==> src/rtl/irq_pkg.sv <==
package irq_pkg;
  parameter int CLR_REGS = 3;
  parameter int MSK_REGS = CLR_REGS + 1;
  parameter int SRC_NUM  = CLR_REGS * 8;
  parameter int IDX_W    = $clog2(SRC_NUM);
  parameter int RIDX_W   = $clog2(MSK_REGS);

  typedef enum logic [1:0] {
    RD_NONE = 2'd0,
    RD_POST = 2'd1,
    RD_MASK = 2'd2,
    RD_CTL  = 2'd3
  } rdKind_t;

  // Strobes passed from the bus decoder to the datapath
  typedef struct packed {
    logic [CLR_REGS-1:0] clrWe;
    logic [CLR_REGS-1:0] mskWe;
    logic                ctlWe;
    logic [7:0]          wrByte;
    logic                ack;
    rdKind_t             rdKind;
    logic [RIDX_W-1:0]   rdReg;
  } icStrobe_t;
endpackage

==> src/rtl/irq_ctrl.sv <==
module irq_ctrl
  import irq_pkg::*;
#(
  parameter logic [7:0] CLR_BASE = 8'hDA,
  parameter logic [7:0] MSK_BASE = 8'hDD
) (
  input  logic [7:0] busAddr,
  input  logic       busWr,
  input  logic [7:0] busWrData,
  input  logic       irqAck,
  output icStrobe_t  strb
);
  logic [CLR_REGS-1:0] hitClr;
  logic [CLR_REGS-1:0] hitMsk;
  logic                hitCtl;

  genvar k;
  generate
    for (k = 0; k < CLR_REGS; k++) begin : g_dec
      assign hitClr[k] = (busAddr == CLR_BASE + 8'(k));
      assign hitMsk[k] = (busAddr == MSK_BASE + 8'(k));
    end
  endgenerate
  assign hitCtl = (busAddr == MSK_BASE + 8'(CLR_REGS));

  always_comb begin
    strb        = '0;
    strb.wrByte = busWrData;
    strb.ack    = irqAck;
    strb.rdKind = RD_NONE;
    strb.clrWe  = hitClr & {CLR_REGS{busWr}};
    strb.mskWe  = hitMsk & {CLR_REGS{busWr}};
    strb.ctlWe  = hitCtl & busWr;
    for (int i = 0; i < CLR_REGS; i++) begin
      if (hitClr[i]) begin
        strb.rdKind = RD_POST;
        strb.rdReg  = RIDX_W'(i);
      end
      if (hitMsk[i]) begin
        strb.rdKind = RD_MASK;
        strb.rdReg  = RIDX_W'(i);
      end
    end
    if (hitCtl) strb.rdKind = RD_CTL;
  end
endmodule

==> src/rtl/irq_datapath.sv <==
module irq_datapath
  import irq_pkg::*;
#(
  parameter logic [SRC_NUM-1:0] SRC_VALID = '1,
  parameter logic [SRC_NUM-1:0] EDGE_SEL  = '0
) (
  input  logic               clk,
  input  logic               rstN,
  input  logic [SRC_NUM-1:0] srcIn,
  input  icStrobe_t          strb,
  output logic [7:0]         rdData,
  output logic               irqReq,
  output logic [IDX_W-1:0]   irqIdx,
  output logic [SRC_NUM-1:0] postedVec,
  output logic [SRC_NUM-1:0] maskVec,
  output logic               swEn,
  output logic [SRC_NUM-1:0] hwSet
);
  logic [SRC_NUM-1:0] rawSet;
  logic [SRC_NUM-1:0] wrClr;
  logic [SRC_NUM-1:0] swSet;
  logic [SRC_NUM-1:0] ackClr;
  logic [SRC_NUM-1:0] pending;
  logic [SRC_NUM-1:0] postedNext;

  // Per-source event detection: edge-type or level-type
  genvar i;
  generate
    for (i = 0; i < SRC_NUM; i++) begin : g_src
      if (EDGE_SEL[i]) begin : g_edge
        logic prevIn;
        always_ff @(posedge clk) begin
          if (!rstN) prevIn <= 1'b0;
          else       prevIn <= srcIn[i];
        end
        assign rawSet[i] = srcIn[i] & ~prevIn;
      end else begin : g_level
        assign rawSet[i] = srcIn[i];
      end
      assign ackClr[i] = strb.ack && irqReq && (irqIdx == IDX_W'(i));
    end
  endgenerate

  assign hwSet = rawSet & SRC_VALID;

  // Clear-register writes: zeros clear in normal mode, ones post in software mode
  always_comb begin
    wrClr = '0;
    swSet = '0;
    for (int k = 0; k < CLR_REGS; k++) begin
      if (strb.clrWe[k]) begin
        if (swEn) swSet[8*k +: 8] = strb.wrByte;
        else      wrClr[8*k +: 8] = ~strb.wrByte;
      end
    end
  end

  // Set terms are applied last so a same-cycle event is never lost
  assign postedNext = ((postedVec & ~wrClr & ~ackClr) | hwSet | swSet) & SRC_VALID;

  always_ff @(posedge clk) begin
    if (!rstN) begin
      postedVec <= '0;
      maskVec   <= '0;
      swEn      <= 1'b0;
    end else begin
      postedVec <= postedNext;
      for (int k = 0; k < CLR_REGS; k++) begin
        if (strb.mskWe[k]) maskVec[8*k +: 8] <= strb.wrByte & SRC_VALID[8*k +: 8];
      end
      if (strb.ctlWe) swEn <= strb.wrByte[7];
    end
  end

  // Fixed priority: lowest index wins
  assign pending = postedVec & maskVec;
  assign irqReq  = |pending;
  always_comb begin
    irqIdx = '0;
    for (int n = SRC_NUM - 1; n >= 0; n--) begin
      if (pending[n]) irqIdx = IDX_W'(n);
    end
  end

  // Read mux
  always_comb begin
    rdData = 8'h00;
    unique case (strb.rdKind)
      RD_POST: begin
        for (int k = 0; k < CLR_REGS; k++)
          if (strb.rdReg == RIDX_W'(k)) rdData = postedVec[8*k +: 8];
      end
      RD_MASK: begin
        for (int k = 0; k < CLR_REGS; k++)
          if (strb.rdReg == RIDX_W'(k)) rdData = maskVec[8*k +: 8];
      end
      RD_CTL:  rdData = {swEn, 7'b0};
      default: rdData = 8'h00;
    endcase
  end
endmodule

==> src/rtl/posted_irq_ctrl.sv <==
module posted_irq_ctrl
  import irq_pkg::*;
#(
  parameter logic [7:0]         CLR_BASE  = 8'hDA,
  parameter logic [7:0]         MSK_BASE  = 8'hDD,
  parameter logic [SRC_NUM-1:0] SRC_VALID = '1,
  parameter logic [SRC_NUM-1:0] EDGE_SEL  = '0
) (
  input  logic               clk,
  input  logic               rstN,
  input  logic [SRC_NUM-1:0] srcIn,
  input  logic [7:0]         busAddr,
  input  logic               busWr,
  input  logic [7:0]         busWrData,
  output logic [7:0]         busRdData,
  input  logic               irqAck,
  output logic               irqReq,
  output logic [IDX_W-1:0]   irqIdx
);
  icStrobe_t          strb;
  logic [SRC_NUM-1:0] postedVec;
  logic [SRC_NUM-1:0] maskVec;
  logic               swEn;
  logic [SRC_NUM-1:0] hwSet;

  irq_ctrl #(.CLR_BASE(CLR_BASE), .MSK_BASE(MSK_BASE)) u_ctrl (
    .busAddr   (busAddr),
    .busWr     (busWr),
    .busWrData (busWrData),
    .irqAck    (irqAck),
    .strb      (strb)
  );

  irq_datapath #(.SRC_VALID(SRC_VALID), .EDGE_SEL(EDGE_SEL)) u_dp (
    .clk       (clk),
    .rstN      (rstN),
    .srcIn     (srcIn),
    .strb      (strb),
    .rdData    (busRdData),
    .irqReq    (irqReq),
    .irqIdx    (irqIdx),
    .postedVec (postedVec),
    .maskVec   (maskVec),
    .swEn      (swEn),
    .hwSet     (hwSet)
  );
endmodule

==> config.mk <==
export PLATFORM = sky130hd
export DESIGN_NAME = posted_irq_ctrl
export DESIGN_NICKNAME = d
export VERILOG_FILES = /design/src/rtl/irq_pkg.sv /design/src/rtl/irq_ctrl.sv /design/src/rtl/irq_datapath.sv /design/src/rtl/posted_irq_ctrl.sv
export SDC_FILE = /design/constraint.sdc
export NUM_CORES = 1
export LEC_CHECK = 0
export ABC_AREA = 1
export BUFFER_PORTS_ARGS = -buffer_cell sky130_fd_sc_hd__buf_2
export CORE_MARGIN = 8
export CORE_UTILIZATION = 50
export CTS_BUF_LIST = sky130_fd_sc_hd__clkbuf_8
export DETAILED_ROUTE_END_ITERATION = 16
export GPL_TIMING_DRIVEN = 0
export PLACE_DENSITY = 0.73
export SLEW_MARGIN = 15
export SYNTH_ARGS = -nofsm -noshare
export SYNTH_HDL_FRONTEND = slang
export SYNTH_SLANG_ARGS = --single-unit
==> constraint.sdc <==
create_clock -name clk -period 6.67 [get_ports clk]
set_clock_uncertainty 0.15 [all_clocks]
set_input_delay 0.3335 -clock clk [delete_from_list [all_inputs] [get_ports clk]]
set_output_delay 0.3335 -clock clk [all_outputs]
set_load 0.01 [all_outputs]
Word level (Yosys, flattened, before mapping):

Index checks and enable logic that the tools add are counted.

* register bits after elaboration: 49
* output and inout bits: 14

* eq/ne operators: 35
* muxes and demuxes: 46
* bitwise operators: 11
* reduce and logical (&&, ||, !) cells: 28

Operators by type and width (count)
* 2-to-1 mux 5 bit: 24
* 2-to-1 mux 8 bit: 14
* bitwise AND 24 bit: 3
* == test 8 bit (second input constant): 7
* inverter 24 bit: 2
* OR 24 bit: 2
* == test 5 x 4 -> 1 bit (second input constant): 8
* == test 5 bit (second input constant): 8
* logical AND 1 bit: 25
* case mux 8 bit (3 select lines): 1
* OR reduction 24 bit: 1
* == test 5 x 3 -> 1 bit (second input constant): 4
* 2-to-1 mux 4 bit: 5
* == test 5 x 2 -> 1 bit (second input constant): 2
* inverter 8 bit: 1
* bitwise AND 3 bit: 2
* == test 2 bit (second input constant): 3
* == test 5 x 1 -> 1 bit (second input constant): 1
* zero test 5 bit: 1
* == test 2 x 1 -> 1 bit (second input constant): 2
* 2-to-1 mux 3 bit: 1
* zero test 2 bit: 1
* 2-to-1 mux 2 bit: 1
* bitwise AND 1 bit: 1

Longest topological paths before layout:

* depth after elaboration: 31
* gate-level depth with buffers: 29

By module:

Synthesis repeated with hierarchy kept, for this count alone.

* cells, all modules: 545
* area total of the unflattened synthesis: 3485.8 um2

Modules (own cells, without submodules)
* irq_datapath: times used 1, cells an instance 495, area an instance 3240.6 um2, sequential area each 980.9 um2
* irq_ctrl: times used 1, cells an instance 50, area an instance 245.2 um2, sequential area each 0.0 um2

Worst setup path after synthesis:

Ideal clock, no wire load.

* kind: in2out
* start: input busAddr[6]
* end: output busRdData[7]
* data arrival time: 1.836 ns
* slack: 4.350 ns
* cell stages on the path: 10
* buffers on the path: 1
* cells stage by stage: nand2_1 > nor3_1 > nand3_1 > nor2_1 > nor2_1 > inv_2 > nor2_1 > clkbuf_1 > a221oi_1 > o221ai_1

* word-level cells in the longest chain between the ends: 11
* elaborated cells between the ends (all ways): 27
* those cells by class: eq/ne (12); mux (14); reduce/logical (1)

RTL lines
* start: declaration: RTL line posted_irq_ctrl.sv:12 `input logic [7:0] busAddr,`
* == test 8 bit: RTL line irq_ctrl.sv:21 `assign hitMsk[k] = (busAddr == MSK_BASE + 8'(k));`
* 2-to-1 mux 4 bit: RTL line irq_ctrl.sv:39 `if (hitMsk[i]) begin`
* 2-to-1 mux 4 bit: RTL line irq_ctrl.sv:35 `if (hitClr[i]) begin`
* 2-to-1 mux 4 bit: RTL line irq_ctrl.sv:39
* 2-to-1 mux 4 bit: RTL line irq_ctrl.sv:35
* 2-to-1 mux 4 bit: RTL line irq_ctrl.sv:39
* zero test 2 bit: RTL line irq_datapath.sv:91, irq_datapath.sv:95
* 2-to-1 mux 8 bit (on tied branches) (3 in a row): RTL line irq_datapath.sv:95, irq_datapath.sv:91
* case mux 8 bit (3 select lines) *: RTL line irq_datapath.sv:88 `unique case (strb.rdKind)`
* end: declaration: RTL line posted_irq_ctrl.sv:15 `output logic [7:0] busRdData,`

Mark *: on every way between the ends. The rest lies on a longest branch, timed or not.

Final worst setup path:

* start: register u_dp.postedVec[23]
* end: output irqIdx[1]

* word-level cells in the longest chain between the ends: 25

RTL lines
* start: declaration: RTL line irq_datapath.sv:14 `output logic [SRC_NUM-1:0] postedVec,`
* start signal: assignment: RTL line irq_datapath.sv:67 `postedVec <= postedNext;`
* bitwise AND 24 bit: RTL line irq_datapath.sv:76 `assign pending = postedVec & maskVec;`
* 2-to-1 mux 5 bit (24 in a row): RTL line irq_datapath.sv:81 `if (pending[n]) irqIdx = IDX_W'(n);`
* end: declaration: RTL line posted_irq_ctrl.sv:18 `output logic [IDX_W-1:0] irqIdx`

Every way passes these cells.

==> summary.txt <==
leakage power: 1.600 nW
cells after synthesis: 495
Gate power share: 13.0%
worst slew pin tran: 0.6693 ns
CTS Buffer Depth: 2
max_cap viols: 0
worst hold path class: input pin to flip-flop
mapped cell area: 3125 sq um
crit path capture type: primary output
layout cell share with drive strength beyond 1: 14.72%
Pint: 0.4047 mW
Remaining Overflow, GRT: 0
Sink Count: 49
critical path start-end classification: flip-flop to primary output
first-pass GRT wire length: 18.36 mm
gr usage total: 26.71%
count of input and output buffers: 54
Seq cells post-synth: 49
root buffer cell: clkbuf_8
Area Overhead vs Synth: 14.49%
Yosys Warn Count: 0
IO Count: 58
ANT nets after route: 0
sequential share of the synthesized area: 31.39%
final total negative setup slack: 0 ns
Post-CTS Setup Inserts: 0
CP arrival: 2.49 ns
# diodes: 0
ranking of synthesized cells by area: dfxtp_1 (31%), nand2_1 (14%), a21oi_1 (7.8%)
vias per cell: 5.883
Die X: 95.07 um
DP HPWL: 9.252 mm
clk_lat worst skew: 0.31 ns
TritonCTS clock tree: yes
Distinct cells, synth: 33
initial antenna violation count: 0
clock-pin transition on the worst setup and hold timing paths: 0.10 ns
RePlAce Congestion: 0.9727
largest net degree at the start of global routing: 16
hold_ws: 0.1270 ns
Via Count: 3,730
H-Tree Depth: 2
Final setup viols: 0
post-CTS sizing: 0
RSZ-0062 raised after global routing: false
Worst VDD drop: 96.48 uV
fin nets: 600
Switch Pwr: 0.1658 mW
Core Rows: 29
Starting Density: 50.37%
clock share of power: 31.6%
Worst Reg-to-Reg Cells: 12
Max transition margin: 55.38%
Hold Path Stages: 3
Fin. Hold Viols: 0
Num CTS Buffers: 5
post-route clock period utilization: 44.60%
Startpoint Class: flip-flop
# DRC: 0
Yosys top cell by area: dfxtp_1
synthesized area per cell: 6.314 sq um
die area: 9037 sq um
fmax: 0.3361 GHz
Data required, critical path: 6.19 ns
CP max FO: 10
Wirelength per Cell: 18.84 um
vias in the first global route: 3,405
Placeable Area: 6205 sq um
power density over cell area: 159.4 nW/um^2
status: completed
total iterations of the first detailed-routing run: 5
Tmin final: 2.975 ns
sequential power share: 55.4%
Die Y: 95.07 um
syn nets: 539
WL final: 11.94 mm
fin. max-slew vios: 0
switching fraction of total power: 29.07%
Initial DRC Count: 387
post-synth top area share: 31.39%
Hold-fix buffers, CTS: 0
through the flow:
stage / instance area (sq um) / cells / total power [mW] / setup WS [ns] / util (%)
floorplan: 3126 / 495 / 0.3565 / 4.350 / -
global placement: 3492 / 626 / 0.3934 / 3.702 / 56.28
detailed placement: 3492 / 626 / 0.3944 / 3.787 / 56.28
CTS: 3578 / 634 / 0.5674 / 3.752 / 57.67
global route: 3578 / 634 / 0.5867 / 3.413 / 57.67
finish: 3578 / 634 / 0.5705 / 3.695 / 57.67
routing by layer:
metal | vias up | GRT usage [%] | wire [um] | part of all wire [%]
li1 | 1790 | - | - | -
met1 | 1708 | 36.25 | 5084 | 43
met2 | 201 | 40.28 | 5170 | 43
met3 | 31 | 5.512 | 1266 | 11
met4 | 0 | 10.79 | 421 | 3.5
met5 | - | 0 | 0 | 0
power groups by stage:
stage          clock network, mW  logic (mW)  registers (mW)
3_5_place_dp                   0      0.0721           0.322
3_3_place_gp                   0      0.0715           0.322
5_1_grt                    0.188      0.0819           0.316
6_report                   0.180      0.0743           0.316
2_1_floorplan                  0      0.0411           0.315
4_1_cts                    0.180      0.0724           0.315
registers in the layout, summed over array words and instances (netlist names):
signal / flops
u_dp.postedVec: 24
u_dp.maskVec: 24
u_dp.swEn: 1
worst max-delay path, stage by stage, from the launching register on:
cell and delay (ns):
dfxtp_1 0.45, nand2_1 0.10, nand2_1 0.08, a31oi_1 0.08
o21bai_1 0.15, a31oi_1 0.10, nor2_1 0.21, o211ai_1 0.12
a21oi_1 0.20, clkbuf_1 0.45, buf_2 0.23
final cells by class:
cell class / instances / area [sq um]
fillers: 664 / 2626
inverters: 72 / 270.3
flip-flops and latches: 49 / 980.9
multi-input cells: 351 / 1780
well taps: 77 / 96.34
repair buffers: 54 / 270.3
plain buffers: 23 / 93.84
clock inverters: 3 / 17.52
clock buffers: 5 / 68.82
cells in the final DEF (no fill, tap or decap), types with 14 or more instances in the layout:
master	n
nand2_1	116
clkbuf_1	18
buf_2	54
nand4_1	14
inv_1	65
a21oi_1	49
o21ai_0	36
nor2_1	34
dfxtp_1	49
o21bai_1	17
a31oi_1	26
logic make-up (layout without fill, tap and decap cells):
family	after synthesis	after routing	synth area share [%]
AND/OR/NAND/NOR	190	190	26.06
AO/OA/AOI/OAI	161	161	30.90
buffers and inverters	95	157	11.65
flip-flops	49	49	31.39
Yosys cell counts, drive strengths merged:
| cell type | instances |
|---|---|
| nand2 | 120 |
| inv | 71 |
| a21oi | 54 |
| dfxtp | 49 |
| o21ai | 41 |
| nor2 | 34 |
| a31oi | 26 |
| clkbuf | 18 |
| o21bai | 17 |
| nand3 | 14 |
| nand4 | 14 |
| o221ai | 6 |
| buf | 5 |
| nor3 | 4 |
| o22ai | 4 |
| o31ai | 4 |
| a22o | 3 |
| a22oi | 3 |
| a221oi | 1 |
| a31o | 1 |
| clkinv | 1 |
| nand3b | 1 |
| nor4 | 1 |
| o211ai | 1 |
| or2 | 1 |
| or3b | 1 |
final timing paths:
kind / startpoint / endpoint / slack (ns)
worst min register to register: u_dp.maskVec[23] / u_dp.maskVec[23] / 0.34
worst max register to register: u_dp.postedVec[23] / u_dp.postedVec[3] / 3.96
worst max-delay path: u_dp.postedVec[23] / irqIdx[1] / 3.70
worst min-delay path: srcIn[22] / u_dp.postedVec[22] / 0.13
Note: power is estimated with default switching activity, not from simulation.
